--- config.mk ---
export PLATFORM = sky130hd
export DESIGN_NAME = divRestoring
export DESIGN_NICKNAME = d
export VERILOG_FILES = /design/src/rtl/divPkg.sv /design/src/rtl/divCtrl.sv /design/src/rtl/divPath.sv /design/src/rtl/divRestoring.sv
export SDC_FILE = /design/constraint.sdc
export NUM_CORES = 1
export LEC_CHECK = 0
export BUFFER_PORTS_ARGS = -buffer_cell sky130_fd_sc_hd__buf_2
export CORE_MARGIN = 2
export CORE_UTILIZATION = 53
export CTS_CLUSTER_SIZE = 24
export DETAILED_ROUTE_END_ITERATION = 8
export HOLD_SLACK_MARGIN = 0.08
export PLACE_DENSITY = 0.75
export SYNTH_ARGS = -nofsm -noshare
export SYNTH_HDL_FRONTEND = slang
export SYNTH_HIERARCHICAL = 1
export SYNTH_SLANG_ARGS = --single-unit
--- constraint.sdc ---
create_clock -name clk -period 6.3 [get_ports clk]
set_clock_uncertainty 0.1 [all_clocks]
set_input_delay 0 -clock clk [delete_from_list [all_inputs] [get_ports clk]]
set_output_delay 0 -clock clk [all_outputs]
set_load 0.01 [all_outputs]
--- src/rtl/divPkg.sv ---
package divPkg;
  // Strobes from the control unit to the datapath
  typedef struct packed {
    logic load;      // capture operands for an iterative division
    logic zeroLoad;  // divide-by-zero request: clear results
    logic step;      // perform one shift / trial / restore iteration
  } divCtrl_t;
endpackage

--- src/rtl/divCtrl.sv ---
module divCtrl
  import divPkg::*;
#(
  parameter int W = 4
) (
  input  logic     clk,
  input  logic     rst,
  input  logic     startReq,
  input  logic     dividendZero,
  input  logic     divisorZero,
  output divCtrl_t ctrl,
  output logic     busy,
  output logic     done,
  output logic     errIndeterminate,
  output logic     errInfinite
);
  localparam int CW = (W > 2) ? $clog2(W) : 1;
  localparam logic [CW-1:0] LAST_STEP = CW'(W - 1);

  logic [CW-1:0] stepCnt;
  logic          accept;

  assign accept        = startReq && !busy;
  assign ctrl.load     = accept && !divisorZero;
  assign ctrl.zeroLoad = accept && divisorZero;
  assign ctrl.step     = busy;

  always_ff @(posedge clk) begin
    if (rst) begin
      busy             <= 1'b0;
      done             <= 1'b0;
      stepCnt          <= '0;
      errIndeterminate <= 1'b0;
      errInfinite      <= 1'b0;
    end else begin
      done <= 1'b0;
      if (accept) begin
        errIndeterminate <= divisorZero && dividendZero;
        errInfinite      <= divisorZero && !dividendZero;
        if (divisorZero) begin
          done <= 1'b1;
        end else begin
          busy    <= 1'b1;
          stepCnt <= '0;
        end
      end else if (busy) begin
        if (stepCnt == LAST_STEP) begin
          busy <= 1'b0;
          done <= 1'b1;
        end else begin
          stepCnt <= stepCnt + 1'b1;
        end
      end
    end
  end

  assert_busy_done_exclusive_R3: assert property (@(posedge clk) disable iff (rst)
    !(busy && done));
  assert_done_single_cycle_R9: assert property (@(posedge clk) disable iff (rst)
    done |=> !done);
  assert_flags_exclusive_R9: assert property (@(posedge clk) disable iff (rst)
    $onehot0({errIndeterminate, errInfinite}));
  assert_start_ignored_when_busy_R2: assert property (@(posedge clk) disable iff (rst)
    (busy && startReq) |=> (busy || done));
  assert_zero_finishes_next_R6: assert property (@(posedge clk) disable iff (rst)
    (startReq && !busy && divisorZero) |=> (done && !busy));
endmodule

--- src/rtl/divPath.sv ---
module divPath
  import divPkg::*;
#(
  parameter int W = 4
) (
  input  logic           clk,
  input  logic           rst,
  input  divCtrl_t       ctrl,
  input  logic [W-1:0]   dividendIn,
  input  logic [W-1:0]   divisorIn,
  output logic [W-1:0]   quotient,
  output logic [W:0]     remainder
);
  logic [W-1:0] quoReg;
  logic [W:0]   remReg;
  logic [W-1:0] divReg;
  logic [W:0]   divWide;
  logic [W:0]   shifted;
  logic [W:0]   trial;
  logic [W:0]   restored;
  logic         nonNeg;
  logic [W:0]   nextRem;
  logic [W-1:0] nextQuo;

  // One iteration: shift pair left, trial subtract, restore when negative
  always_comb begin
    divWide  = {1'b0, divReg};
    shifted  = {remReg[W-1:0], quoReg[W-1]};
    trial    = shifted - divWide;
    nonNeg   = !trial[W];
    restored = trial + divWide;
    nextRem  = nonNeg ? trial : restored;
    nextQuo  = {quoReg[W-2:0], nonNeg};
  end

  always_ff @(posedge clk) begin
    if (rst) begin
      quoReg <= '0;
      remReg <= '0;
      divReg <= '0;
    end else if (ctrl.load) begin
      quoReg <= dividendIn;
      remReg <= '0;
      divReg <= divisorIn;
    end else if (ctrl.zeroLoad) begin
      quoReg <= '0;
      remReg <= '0;
      divReg <= '0;
    end else if (ctrl.step) begin
      quoReg <= nextQuo;
      remReg <= nextRem;
    end
  end

  assign quotient  = quoReg;
  assign remainder = remReg;

  assert_rem_below_divisor_R5: assert property (@(posedge clk) disable iff (rst)
    ctrl.step |=> (remainder < {1'b0, divReg}));
  assert_divisor_held_R2: assert property (@(posedge clk) disable iff (rst)
    ctrl.step |=> $stable(divReg));
endmodule

--- src/rtl/divRestoring.sv ---
module divRestoring
  import divPkg::*;
#(
  parameter int W = 4
) (
  input  logic         clk,
  input  logic         rst,
  input  logic         startReq,
  input  logic [W-1:0] dividendIn,
  input  logic [W-1:0] divisorIn,
  output logic [W-1:0] quotient,
  output logic [W:0]   remainder,
  output logic         done,
  output logic         busy,
  output logic         errIndeterminate,
  output logic         errInfinite
);
  divCtrl_t ctrl;

  divCtrl #(.W(W)) ctrl_i (
    .clk(clk), .rst(rst), .startReq(startReq),
    .dividendZero(dividendIn == '0), .divisorZero(divisorIn == '0),
    .ctrl(ctrl), .busy(busy), .done(done),
    .errIndeterminate(errIndeterminate), .errInfinite(errInfinite)
  );

  divPath #(.W(W)) path_i (
    .clk(clk), .rst(rst), .ctrl(ctrl),
    .dividendIn(dividendIn), .divisorIn(divisorIn),
    .quotient(quotient), .remainder(remainder)
  );

  assert_results_zero_on_error_R7: assert property (@(posedge clk) disable iff (rst)
    (done && (errInfinite || errIndeterminate)) |-> (quotient == '0 && remainder == '0));
endmodule

## Word-level counts from Yosys, hierarchy flattened

Index checks and enable logic that the tools add are counted.

| word-level totals | value |
|---|---|
| register bits after elaboration | 19 |
| latch bits | 0 |
| memory bits (writable) | 0 |
| ROM bits | 0 |
| bits of input ports | 11 |
| output and inout port bits | 13 |
| memories | 0 |

| cells by class | value |
|---|---|
| add/sub/neg operators | 3 |
| $mul | 0 |
| divide/modulo/power cells | 0 |
| $lt $le $gt $ge | 0 |
| equal/unequal tests | 3 |
| shift-type cells | 0 |
| muxes and demuxes | 18 |
| bitwise operators | 0 |
| reduce and logical (&&, ||, !) cells | 16 |

Operators with widths:

| operator | number |
|---|---|
| two-way mux 4 bit | 5 |
| zero test 4 bit | 2 |
| two-way mux 1 bit | 8 |
| two-way mux 2 bit | 4 |
| adder 5 x 4 -> 5 bit | 1 |
| logical AND 1 bit | 5 |
| two-way mux 5 bit | 1 |
| subtractor 5 x 4 -> 5 bit | 1 |
| zero test 1 bit | 4 |
| nonzero test 2 bit | 2 |
| AND reduction 3 bit | 1 |
| nonzero test 3 bit | 1 |
| OR reduction 3 bit | 1 |
| adder 2 x 1 -> 2 bit (second input constant) | 1 |
| equality test 2 bit (second input constant) | 1 |
| != test 2 x 1 -> 1 bit (second input constant) | 1 |
| != test 2 bit (second input constant) | 1 |

## Depth between registers and ports, before layout

Gate-level depths: netlist of the first run.

| depth | value |
|---|---|
| word-level depth | 5 |
| mapped depth | 11 |
| depth with buffers taken out | 11 |

## Cells and area by module

The synthesis of the first run kept the hierarchy.

By module, submodules not included:

| module | times used | cells an instance | area an instance (um2) | seq. area each (um2) |
|---|---|---|---|---|
| divPath | 1 | 98 | 843.3 | 260.2 |
| divCtrl | 1 | 29 | 260.2 | 120.1 |
| divRestoring | 1 | 2 | 25.0 | 0.0 |

## Worst setup path after synthesis of the first run

OpenSTA, ideal clock, no wires.

| timing path | value |
|---|---|
| path type | register -> register |
| start | register path_i.quoReg[3], in the netlist path_i/quotient[3] |
| end | register path_i.remReg[4], in the netlist path_i/remainder[4] |
| arrival | 2.140 ns |
| setup slack | 4.000 ns |
| cell stages (with the launch flop) | 11 |
| period minus slack after synthesis | 2.300 ns |
| path through | dfxtp_1 inv_1 ha_1 inv_1 fa_1 fa_1 a21o_1 a21oi_1 nand2_1 o22ai_1 and2_1 |

| between the ends | value |
|---|---|
| cells in the longest elaborated chain, start to end | 3 |

Ends and longest elaborated chain:

| element | line | RTL |
|---|---|---|
| start, declared | divPath.sv:14 | `logic [W-1:0] quoReg;` |
| start signal, assigned | divPath.sv:42 | `quoReg <= dividendIn;` |
| start signal, assigned | divPath.sv:50 | `quoReg <= nextQuo;` |
| subtractor 5 x 4 -> 5 bit * | divPath.sv:29 | `trial = shifted - divWide;` |
| adder 5 x 4 -> 5 bit | divPath.sv:31 | `restored = trial + divWide;` |
| two-way mux 5 bit * | divPath.sv:32 | `nextRem = nonNeg ? trial : restored;` |
| end signal, assigned | divPath.sv:51 | `remReg <= nextRem;` |
| end, declared | divPath.sv:15 | `logic [W:0] remReg;` |

Every way passes the cells marked *; elsewhere a longest branch is shown, timed or not.
A chain may end at the register's enable or synchronous reset.

## Worst setup path in the final report of the first run

| timing path | value |
|---|---|
| start | register path_i.quoReg[3], in the netlist path_i/quotient[3] |
| end | register path_i.quoReg[0], in the netlist path_i/quotient[0] |

| between the ends | value |
|---|---|
| cells in the longest elaborated chain, start to end | 5 |

Ends and longest elaborated chain:

| element | line | RTL |
|---|---|---|
| subtractor 5 x 4 -> 5 bit | divPath.sv:29 |  |
| zero test 1 bit | divPath.sv:30 | `nonNeg = !trial[W];` |
| two-way mux 4 bit | divPath.sv:49 | `end else if (ctrl.step) begin` |
| two-way mux 4 bit | divPath.sv:45 | `end else if (ctrl.zeroLoad) begin` |
| two-way mux 4 bit | divPath.sv:41 | `end else if (ctrl.load) begin` |

No other way between the ends. The select of a mux whose other input is x is not followed.

==> summary.txt, run 1 <==
Critical path
  – CP Capture Type: flop
  – Arr. time, crit path: 2920 ps
  – Critical path peak fanout: 7
  – WS Path Type: flop to flop
  – CP Launch Type: flop
  – Req. time, crit path: 6380 ps

Detailed routing
  – Post-route ant nets: 0
  – DRC Markers: 0
  – Starting DRT DRC Count: 25
  – Via Count: 1076
  – Average routed wire per standard cell: 13.2 microns
  – Drt pass-1 iters: 4
  – Vias per cell: 5.49
  – Final wirelength: 2590 microns

Die
  – DIE AREA: 2510 sq um
  – DIE WIDTH: 50.1 microns
  – Starting density of the core: 56.9%
  – I/O pins: 24
  – Cell Rows: 16
  – Die height: 50.1 microns
  – CORE AREA: 1980 sq um

Synth
  – Syn avg cell area: 8.75 sq um
  – Synth top area share: 33.7%
  – Yosys reg bits: 19
  – Synth Warn #: 6
  – Gate Count Post-Synth: 129
  – Netlist Area Pre-Place: 1130 sq um
  – Netlist cell types: 31
  – Register area share after synthesis: 33.7%
  – Yosys top cell by area: dfxtp_1
  – Post-synth net total: 152
  – Synth area leaders: dfxtp_1 34%, ha_1 11%, a21oi_1 6.2%, fa_1 3.5%, nor3_1 3.1%

Final layout
  – Reg area: 380 sq um
  – Multi-input gate area: 696 sq um
  – P&R area growth vs syn: 29.0%
  – Fillers: 143
  – Ratio of cells with drive above 1 in the final layout: 20.1%
  – Commonest non-fill, non-tap cell in the layout: buf_2
  – Final Non-Filler Cells: 196
  – Most frequent cells in the layout: 23 x buf_2, 19 x dfxtp_1, 17 x dlygate4sd3_1
  – Number of diodes: 0
  – Nets: 193

Clock network
  – PostCTS Resize Cnt: 0
  – Worst skew pair latency: 300 ps
  – Root Buffer: clkbuf_4
  – CTS tree: yes
  – Sink Count: 19
  – Clk buf depth: 2
  – Post-CTS Setup Bufs: 0
  – CTS buffer count: 3
  – # H-tree levels: 1
  – Clock slew at reported path FFs: 120 ps

Outcome
  – Status: finished clean

Job
  – MaxCap Viol Count: 0

Global route
  – Total gr overflow: 0
  – Vias in the first global route: 1015
  – GRT Overall Usage: 22.5%
  – Largest net degree at the start of global routing: 24
  – Initial antenna violation count: 0
  – Global-route wire length before repair: 4410 microns

Place
  – Routability cong.: 0.840
  – Port Buffers: 23
  – Placed cell count: 175
  – DPL Wire Length: 1870 microns

Timing
  – Slew at the pin closest to its max-slew limit: 656 ps
  – Slew margin rel.: 56.2%
  – Worst hold slack: 409 ps
  – Fin crit period: 2840 ps
  – Final slew viol count: 0
  – Final Hold Viols: 0
  – Max Freq: 353 MHz
  – Final Cycle Share: 45.0%
  – RSZ-0062 raised after global routing: false
  – TNS Setup: 0 ps
  – Endpoints failing setup: 0

Pwr
  – Pwr/cell area: 209 nW/um^2
  – Pleak: 0.685 nW
  – Peak supply drop: 182 uV

Worst hold path
  – HP Class: flop to flop
## cell families after synthesis
logic type	share of synthesized area, %
buffers and inverters	4.66
and+or+nand+nor	23.9
xor gates and xnor gates	4.55
AOI/OAI and AO/OA	14.9
adders and majority gates	14.6
DFF	33.7
muxes	3.66
## critical path, cell delays in order (launching register included)
cell and delay, ps:
dfxtp_1 340, inv_1 90, ha_1 190, inv_1 60
fa_1 390, a21o_1 210, a21oi_2 200, xnor2_2 180
mux2_2 310, o2bb2ai_1 120, dlygate4sd3_1 550
## registers in the layout, summed over array words and instances (netlist names)
signal / flops
ctrl_i/busy: 1
ctrl_i/done: 1
ctrl_i/errIndeterminate: 1
ctrl_i/errInfinite: 1
ctrl_i/stepCnt: 2
path_i/divReg: 4
path_i/quotient: 4
path_i/remainder: 5
## power by group
group	switching [mW]	internal, mW
sequential	0.00921	0.128
combinational	0.0554	0.0501
clock	0.0375	0.0236
total	0.102	0.202
## metal layers
metal	share of wire [%]	wire, microns	up-vias	track usage, %
met2	49	1280	38	37.9
met1	46	1200	499	29.6
met4	0.58	15	0	7.41
li1	-	-	537	-
met3	3.9	100	2	2.68
met5	0	0	-	0
## area by class of cell
type | count | area share, %
multi-input cells | 97 | 47.8
flip-flops and latches | 19 | 26.1
repair buffers | 40 | 19.6
inverters | 9 | 2.32
well taps | 27 | 2.32
clock buffers | 3 | 1.55
clock inverters | 1 | 0.344
## cell usage after synthesis
library cell	n
nand2b_1	5
xor2_1	4
o22ai_1	1
nand3b_1	4
a21o_1	2
fa_1	2
nor4_2	2
and2_1	2
nor2b_1	1
o21ai_0	4
inv_1	9
clkbuf_1	3
nand3_1	6
o2bb2ai_1	1
mux2i_1	3
or3_1	2
o2111ai_1	1
mux2_2	1
nor3_1	7
dfxtp_1	19
nor2_1	9
or2_0	1
a21oi_1	14
a21oi_2	1
buf_4	1
nor3_2	1
nand2_1	7
ha_1	10
xnor2_2	1
or3b_4	1
a22oi_1	4
## stage by stage
step | area [sq um] | total power [mW] | util, % | setup slack (ps)
global route | 1460 | 0.323 | 73.5 | 3310
detailed placement | 1260 | 0.237 | 63.5 | 3800
finish | 1460 | 0.304 | 73.5 | 3460
floorplan | 1130 | 0.211 | - | 4000
CTS | 1460 | 0.305 | 73.5 | 3490
global placement | 1260 | 0.234 | 63.5 | 3880
## final timing paths
check / startpoint / end / slack [ps] / cells after the start
worst max-delay path: path_i/quotient[3]$_SDFFE_PP0P_ / path_i/quotient[0]$_SDFFE_PP0P_ / 3460 / 10
worst min register to register: ctrl_i/stepCnt[0]$_SDFFE_PP0P_ / ctrl_i/stepCnt[0]$_SDFFE_PP0P_ / 410 / 2
worst min-delay path: ctrl_i/stepCnt[0]$_SDFFE_PP0P_ / ctrl_i/stepCnt[0]$_SDFFE_PP0P_ / 410 / 2
worst max register to register: path_i/quotient[3]$_SDFFE_PP0P_ / path_i/quotient[0]$_SDFFE_PP0P_ / 3460 / 10
## repair_timing
| item | CTS | global route |
|---|---|---|
| hold buffers | 17 | 0 |
| endpoints found under the setup margin | 0 | 0 |
| hold endpoints to repair | 14 | 0 |
No activity file was read; power rests on OpenSTA's default activity.
==> inputs of run 2 (changes only) <==
CORE_UTILIZATION = 48   (was 53)
PLACE_DENSITY = 0.71   (was 0.75)
clock period = 2.25 ns   (was 6.3 ns; I/O delays follow)
==> run 2 against run 1 <==
Compared with the run above:
- setup slack worse by 3400 ps
- sequential share of layout area is 2.9 points lower
- core utilization is 1.2 points higher
- first-iteration DRC count is 28% higher
- sequential power grew to 2.7 times the previous value
- total power grew to 3.1 times the previous value
- combinational power grew to 3.6 times the previous value
- routed wire length is 17% higher
- hold slack worse by 47 ps
- critical path depth stayed put
- die area is 9.6% higher
- sequential cell count stayed put
- critical endpoint is now path_i/divReg[3]$_SDFFE_PP0P_
- largest cell class unchanged
- highest routed layer unchanged
==> summary.txt, run 2 (same netlist as run 1, synthesis figures left out) <==
Outcome
  – Status: finished clean

Pwr
  – Peak supply drop: 370 uV
  – Comb power frac: 40.4%
  – Sw frac: 34.2%
  – Pwr Total: 0.931 mW
  – Pleak: 0.772 nW
  – Clk pwr share: 18.9%
  – Sequential power share: 40.7%
  – Pwr/cell area: 564 nW/um^2
  – Pint: 0.612 mW
  – Psw: 0.319 mW

Critical path
  – Cell with the most instances on the worst path: dlygate4sd3_1
  – Slowest stage delay, CP: 560 ps
  – Delay-heaviest family, CP: buffers and inverters
  – Critical path peak fanout: 8
  – Arr. time, crit path: 2370 ps
  – Cell Chain, Critical Path: dlygate4sd3_1 -> buf_2 -> nor4_4 -> or3b_4 -> clkinvlp_4 -> buf_6 -> nor3_1 -> a21oi_1 -> nor2_1 -> dlygate4sd3_1
  – Req. time, crit path: 2400 ps
  – Reg-to-reg endpoint: path_i/remainder[3]$_SDFFE_PP0P_
  – FF-to-FF Start: path_i/quotient[3]$_SDFFE_PP0P_
  – Worst path slowest cell: dlygate4sd3_1
  – WS Path Type: input pin to flop
  – Worst reg-to-reg path cell count: 11
  – FF-to-FF setup slack: 40 ps
  – CP Capture Type: flop
  – Buf/Inv on CP: 5
  – CP Launch Type: input pin

Place
  – Routability cong.: 0.817
  – DPL Wire Length: 1920 microns
  – Pre-CTS setup slack: -77.0 ps
  – Port Buffers: 23

Final layout
  – Max reg flops: 5
  – Commonest non-fill, non-tap cell in the layout: buf_2
  – Most frequent cells in the layout: 23 x buf_2, 17 x dlygate4sd3_1, 16 x dfxtp_1, 16 x buf_4, 12 x a21oi_1
  – Ratio of cells with drive above 1 in the final layout: 36.0%
  – Nets: 210
  – P&R area growth vs syn: 46.3%
  – Number of diodes: 0

Detailed routing
  – Vias per cell: 5.27
  – Post-route ant nets: 0
  – Drt pass-1 iters: 4
  – Starting DRT DRC Count: 32
  – Final wirelength: 3040 microns
  – DRC Markers: 0
  – Average routed wire per standard cell: 14.2 microns
  – Via Count: 1127

Die
  – Die height: 52.5 microns
  – Cell Rows: 17
  – Starting density of the core: 51.0%
  – DIE WIDTH: 52.5 microns
  – I/O pins: 24
  – CORE AREA: 2210 sq um
  – DIE AREA: 2760 sq um

Timing
  – Slew margin rel.: 65.3%
  – Final slew viol count: 0
  – RSZ-0062 raised after global routing: true
  – Fin crit period: 2230 ps
  – Endpoints failing setup: 0
  – Max Freq: 449 MHz
  – Slew at the pin closest to its max-slew limit: 518 ps
  – TNS Setup: 0 ps
  – Final Hold Viols: 0
  – Min setup slack post-route: 24.3 ps
  – Final Cycle Share: 98.9%

Global route
  – Global-route wire length before repair: 4750 microns
  – Vias in the first global route: 1102
  – GRT Overall Usage: 23.5%
  – Total gr overflow: 0
  – Largest net degree at the start of global routing: 16
  – Initial antenna violation count: 0

Job
  – MaxCap Viol Count: 0

Worst hold path
  – Hold EP: ctrl_i/errIndeterminate$_SDFFE_PP0P_
  – Hold Crit Start: ctrl_i/errIndeterminate$_SDFFE_PP0P_
  – HP Class: flop to flop
  – WHS Path Cells: 2

Clock network
  – CTS tree: yes
  – Root Buffer: clkbuf_4
  – Clk buf depth: 2
  – Sink Count: 19
  – Clock slew at reported path FFs: 110 ps
  – # H-tree levels: 1
  – Worst skew pair latency: 290 ps
  – CTS buffer count: 3
run 2: changes by cell type in the layout (fill, tap and decap cells not counted), moves of 2 or more:
cell     change
inv_1        -3
buf_4       +16
ha_1         -2
dfxtp_2      +3
fa_1         -2
a21oi_2      +2
inv_2        +2
dfxtp_1      -3
fa_2         +2
a21oi_1      -2
run 2: worst max-delay path by stage:
stage	from	to	slack, ps	depth (start not counted)
after floorplan	path_i/quotient[3]$_SDFFE_PP0P_	path_i/remainder[4]$_SDFFE_PP0P_	2	10
after global placement	path_i/quotient[3]$_SDFFE_PP0P_	path_i/remainder[4]$_SDFFE_PP0P_	20	11
after detailed placement	path_i/quotient[3]$_SDFFE_PP0P_	path_i/remainder[4]$_SDFFE_PP0P_	-80	11
after CTS	path_i/quotient[3]$_SDFFE_PP0P_	path_i/remainder[4]$_SDFFE_PP0P_	8	10
after global routing	path_i/quotient[3]$_SDFFE_PP0P_	path_i/remainder[3]$_SDFFE_PP0P_	-80	11
final	divisorIn[2]	path_i/divReg[3]$_SDFFE_PP0P_	20	10
run 2: through the flow:
step,area (sq um),util [%],std cells,hold slack [ps]
detailed placement,1330,60.1,185,170
finish,1650,74.7,214,362
floorplan,1130,-,129,-30.9
CTS,1560,70.7,207,363
global route,1650,74.7,214,396
global placement,1330,60.1,185,165
run 2: timing repair:
item,4_1_cts,5_1_grt
setup buffers,1,7
endpoints found under the hold margin,14,0
resized for setup,10,10
setup endpoints to repair,3,6
pin swaps,5,12
hold buffers,17,0
run 2: power groups by stage:
| stage | Clock [mW] | Sequential [mW] | Combinational (mW) |
|---|---|---|---|
| floorplan | 0 | 0.392 | 0.201 |
| global route | 0.197 | 0.382 | 0.408 |
| CTS | 0.186 | 0.378 | 0.339 |
| finish | 0.176 | 0.379 | 0.376 |
| detailed placement | 0 | 0.384 | 0.306 |
| global placement | 0 | 0.383 | 0.295 |
run 2: metal layers:
metal  track usage [%]  vias up  part of all wire [%]
met5                 0        -                     0
met4              8.12        0                   1.7
met3              4.00        6                   2.8
met2              44.0       25                    52
met1              26.5      532                    43
li1                  -      564                     -
run 2: area by class of cell:
cell class,instances,area [sq um]
well taps,28,35.0
clock buffers,3,22.5
fillers,153,561
repair buffers,57,417
inverters,9,37.5
multi-input cells,97,751
clock inverters,1,5.00
flip-flops and latches,19,384
run 2: tightest hold or removal path, delay by kind of cell (launching register included):
family	cells	cell delay, ps
and+or+nand+nor	1	50
DFF	1	330
AOI/OAI and AO/OA	1	50
==> inputs of run 3 (changes only) <==
CORE_ASPECT_RATIO = 0.5   (was not set)
CORE_UTILIZATION = 40   (was 48)
CTS_BUF_LIST = sky130_fd_sc_hd__clkbuf_16   (was not set)
PLACE_DENSITY = 0.61   (was 0.71)
==> run 3 against run 2 <==
Compared with the run above:
- sequential power about the same
- global-route usage down 5.0 points
- largest power group unchanged
- highest routed layer unchanged
- total power up 20%
- critical endpoint is now path_i/remainder[3]$_SDFFE_PP0P_
- sequential share of layout area hardly changed
==> summary.txt, run 3 (same netlist as run 1, synthesis figures left out) <==
Timing
  – RSZ-0062 raised after global routing: true
  – Final slew viol count: 0
  – Final Cycle Share: 98.5%
  – Max Freq: 451 MHz
  – TNS Setup: 0 ps
  – Fin crit period: 2220 ps
  – Worst hold slack: 380 ps
  – Final Hold Viols: 0
  – Slew margin rel.: 67.9%
  – Min setup slack post-route: 34.8 ps
  – Endpoints failing setup: 0
  – Slew at the pin closest to its max-slew limit: 479 ps

Clock network
  – Root Buffer: clkbuf_16
  – Clk buf depth: 2
  – Worst skew pair latency: 250 ps
  – CTS buffer count: 3
  – # H-tree levels: 1
  – Clock slew at reported path FFs: 60 ps
  – CTS tree: yes
  – Sink Count: 19

Die
  – I/O pins: 24
  – DIE AREA: 3290 sq um
  – Die height: 41.6 microns
  – Starting density of the core: 42.8%
  – CORE AREA: 2640 sq um
  – Cell Rows: 13
  – DIE WIDTH: 79.1 microns

Critical path
  – CP Capture Type: flop
  – Arr. time, crit path: 2250 ps
  – WS Path Type: flop to flop
  – Worst path slowest cell: fa_2
  – Critical path peak fanout: 3
  – Cell Chain, Critical Path: inv_2 -> ha_4 -> inv_2 -> fa_2 -> xor2_2 -> ha_1 -> a21oi_1 -> nand2_1 -> xor2_1 -> mux2i_1 -> a21oi_1
  – CP Launch Type: flop
  – Worst reg-to-reg path cell count: 11
  – Req. time, crit path: 2290 ps
  – Slowest stage delay, CP: 380 ps

Pwr
  – Peak supply drop: 277 uV
  – Pleak: 0.762 nW
  – Pwr/cell area: 672 nW/um^2
  – Pwr Total: 1.11 mW

Worst hold path
  – WHS Path Cells: 2
  – HP Class: flop to flop

Final layout
  – P&R area growth vs syn: 47.0%
  – Ratio of cells with drive above 1 in the final layout: 34.4%
  – Max reg flops: 5
  – Finished Core Util: 63.0%
  – Nets: 204
  – Multi-input gate area: 752 sq um
  – Reg area: 385 sq um
  – Fillers: 238
  – Number of diodes: 0
  – Commonest non-fill, non-tap cell in the layout: buf_2
  – Most frequent cells in the layout: 23 x buf_2, 17 x dfxtp_1, 15 x buf_4

Detailed routing
  – Starting DRT DRC Count: 20
  – Average routed wire per standard cell: 13.5 microns
  – Via Count: 1062
  – Routed length on met2: 1300 microns
  – Metal3 WL: 193 microns
  – Post-route ant nets: 0
  – Drt pass-1 iters: 4
  – Vias per cell: 4.89
  – WL met1: 1390 microns
  – Final wirelength: 2930 microns
  – DRC Markers: 0
  – Max Used Layer: met4

Outcome
  – Status: finished clean

Place
  – Pre-CTS setup slack: -99.9 ps
  – Routability cong.: 0.859
  – DPL Wire Length: 1860 microns
  – Port Buffers: 23

Global route
  – Global-route wire length before repair: 4600 microns
  – Initial antenna violation count: 0
  – Vias in the first global route: 985
  – Largest net degree at the start of global routing: 21
  – GRT Overall Usage: 18.5%
  – Total gr overflow: 0

Job
  – MaxCap Viol Count: 0
## run 3: worst max-delay path: cells and delay by family (launching register included)
kind	cells	cell delay [ps]
xor gates and xnor gates	2	370
muxes	1	140
buffers and inverters	2	100
adders and majority gates	3	790
and+or+nand+nor	1	70
DFF	1	320
AOI/OAI and AO/OA	2	200
## run 3: area by class of cell
cell class,count,area share (%)
Tap cell,37,2.79
Timing Repair Buffer,51,21.6
Inverter,9,2.26
Multi-Input combinational cell,97,45.3
Clock buffer,3,4.52
Clock inverter,1,0.302
Sequential cell,19,23.2
## run 3: metal layers
metal | vias up | global-route usage (%)
met2 | 34 | 27.6
met5 | - | 0
li1 | 551 | -
met3 | 4 | 4.57
met4 | 0 | 8.28
met1 | 473 | 25.5
## run 3: stage by stage
step / cell area [sq um] / instances
6_report: 1660 / 217
5_1_grt: 1660 / 217
4_1_cts: 1580 / 213
2_1_floorplan: 1130 / 129
3_5_place_dp: 1350 / 195
3_3_place_gp: 1350 / 195
## run 3: final timing paths
path / startpoint / end / slack, ps
hold reg to reg: ctrl_i/errInfinite$_SDFFE_PP0P_ / ctrl_i/errInfinite$_SDFFE_PP0P_ / 380
setup / recovery: path_i/quotient[3]$_SDFFE_PP0P_ / path_i/remainder[3]$_SDFFE_PP0P_ / 30
hold / removal: ctrl_i/errInfinite$_SDFFE_PP0P_ / ctrl_i/errInfinite$_SDFFE_PP0P_ / 380
setup reg to reg: path_i/quotient[3]$_SDFFE_PP0P_ / path_i/remainder[3]$_SDFFE_PP0P_ / 30
## run 3: where the power goes
| group | internal (mW) | switching (mW) |
|---|---|---|
| registers | 0.360 | 0.0180 |
| logic | 0.181 | 0.187 |
| clock network | 0.238 | 0.130 |
## run 3: repair_timing
item	4_1_cts	5_1_grt
endpoints found under the setup margin	2	7
gates resized for setup	3	14
pin swaps	1	14
endpoints found under the hold margin	14	0
buffers inserted	1	5
hold buffers	13	0
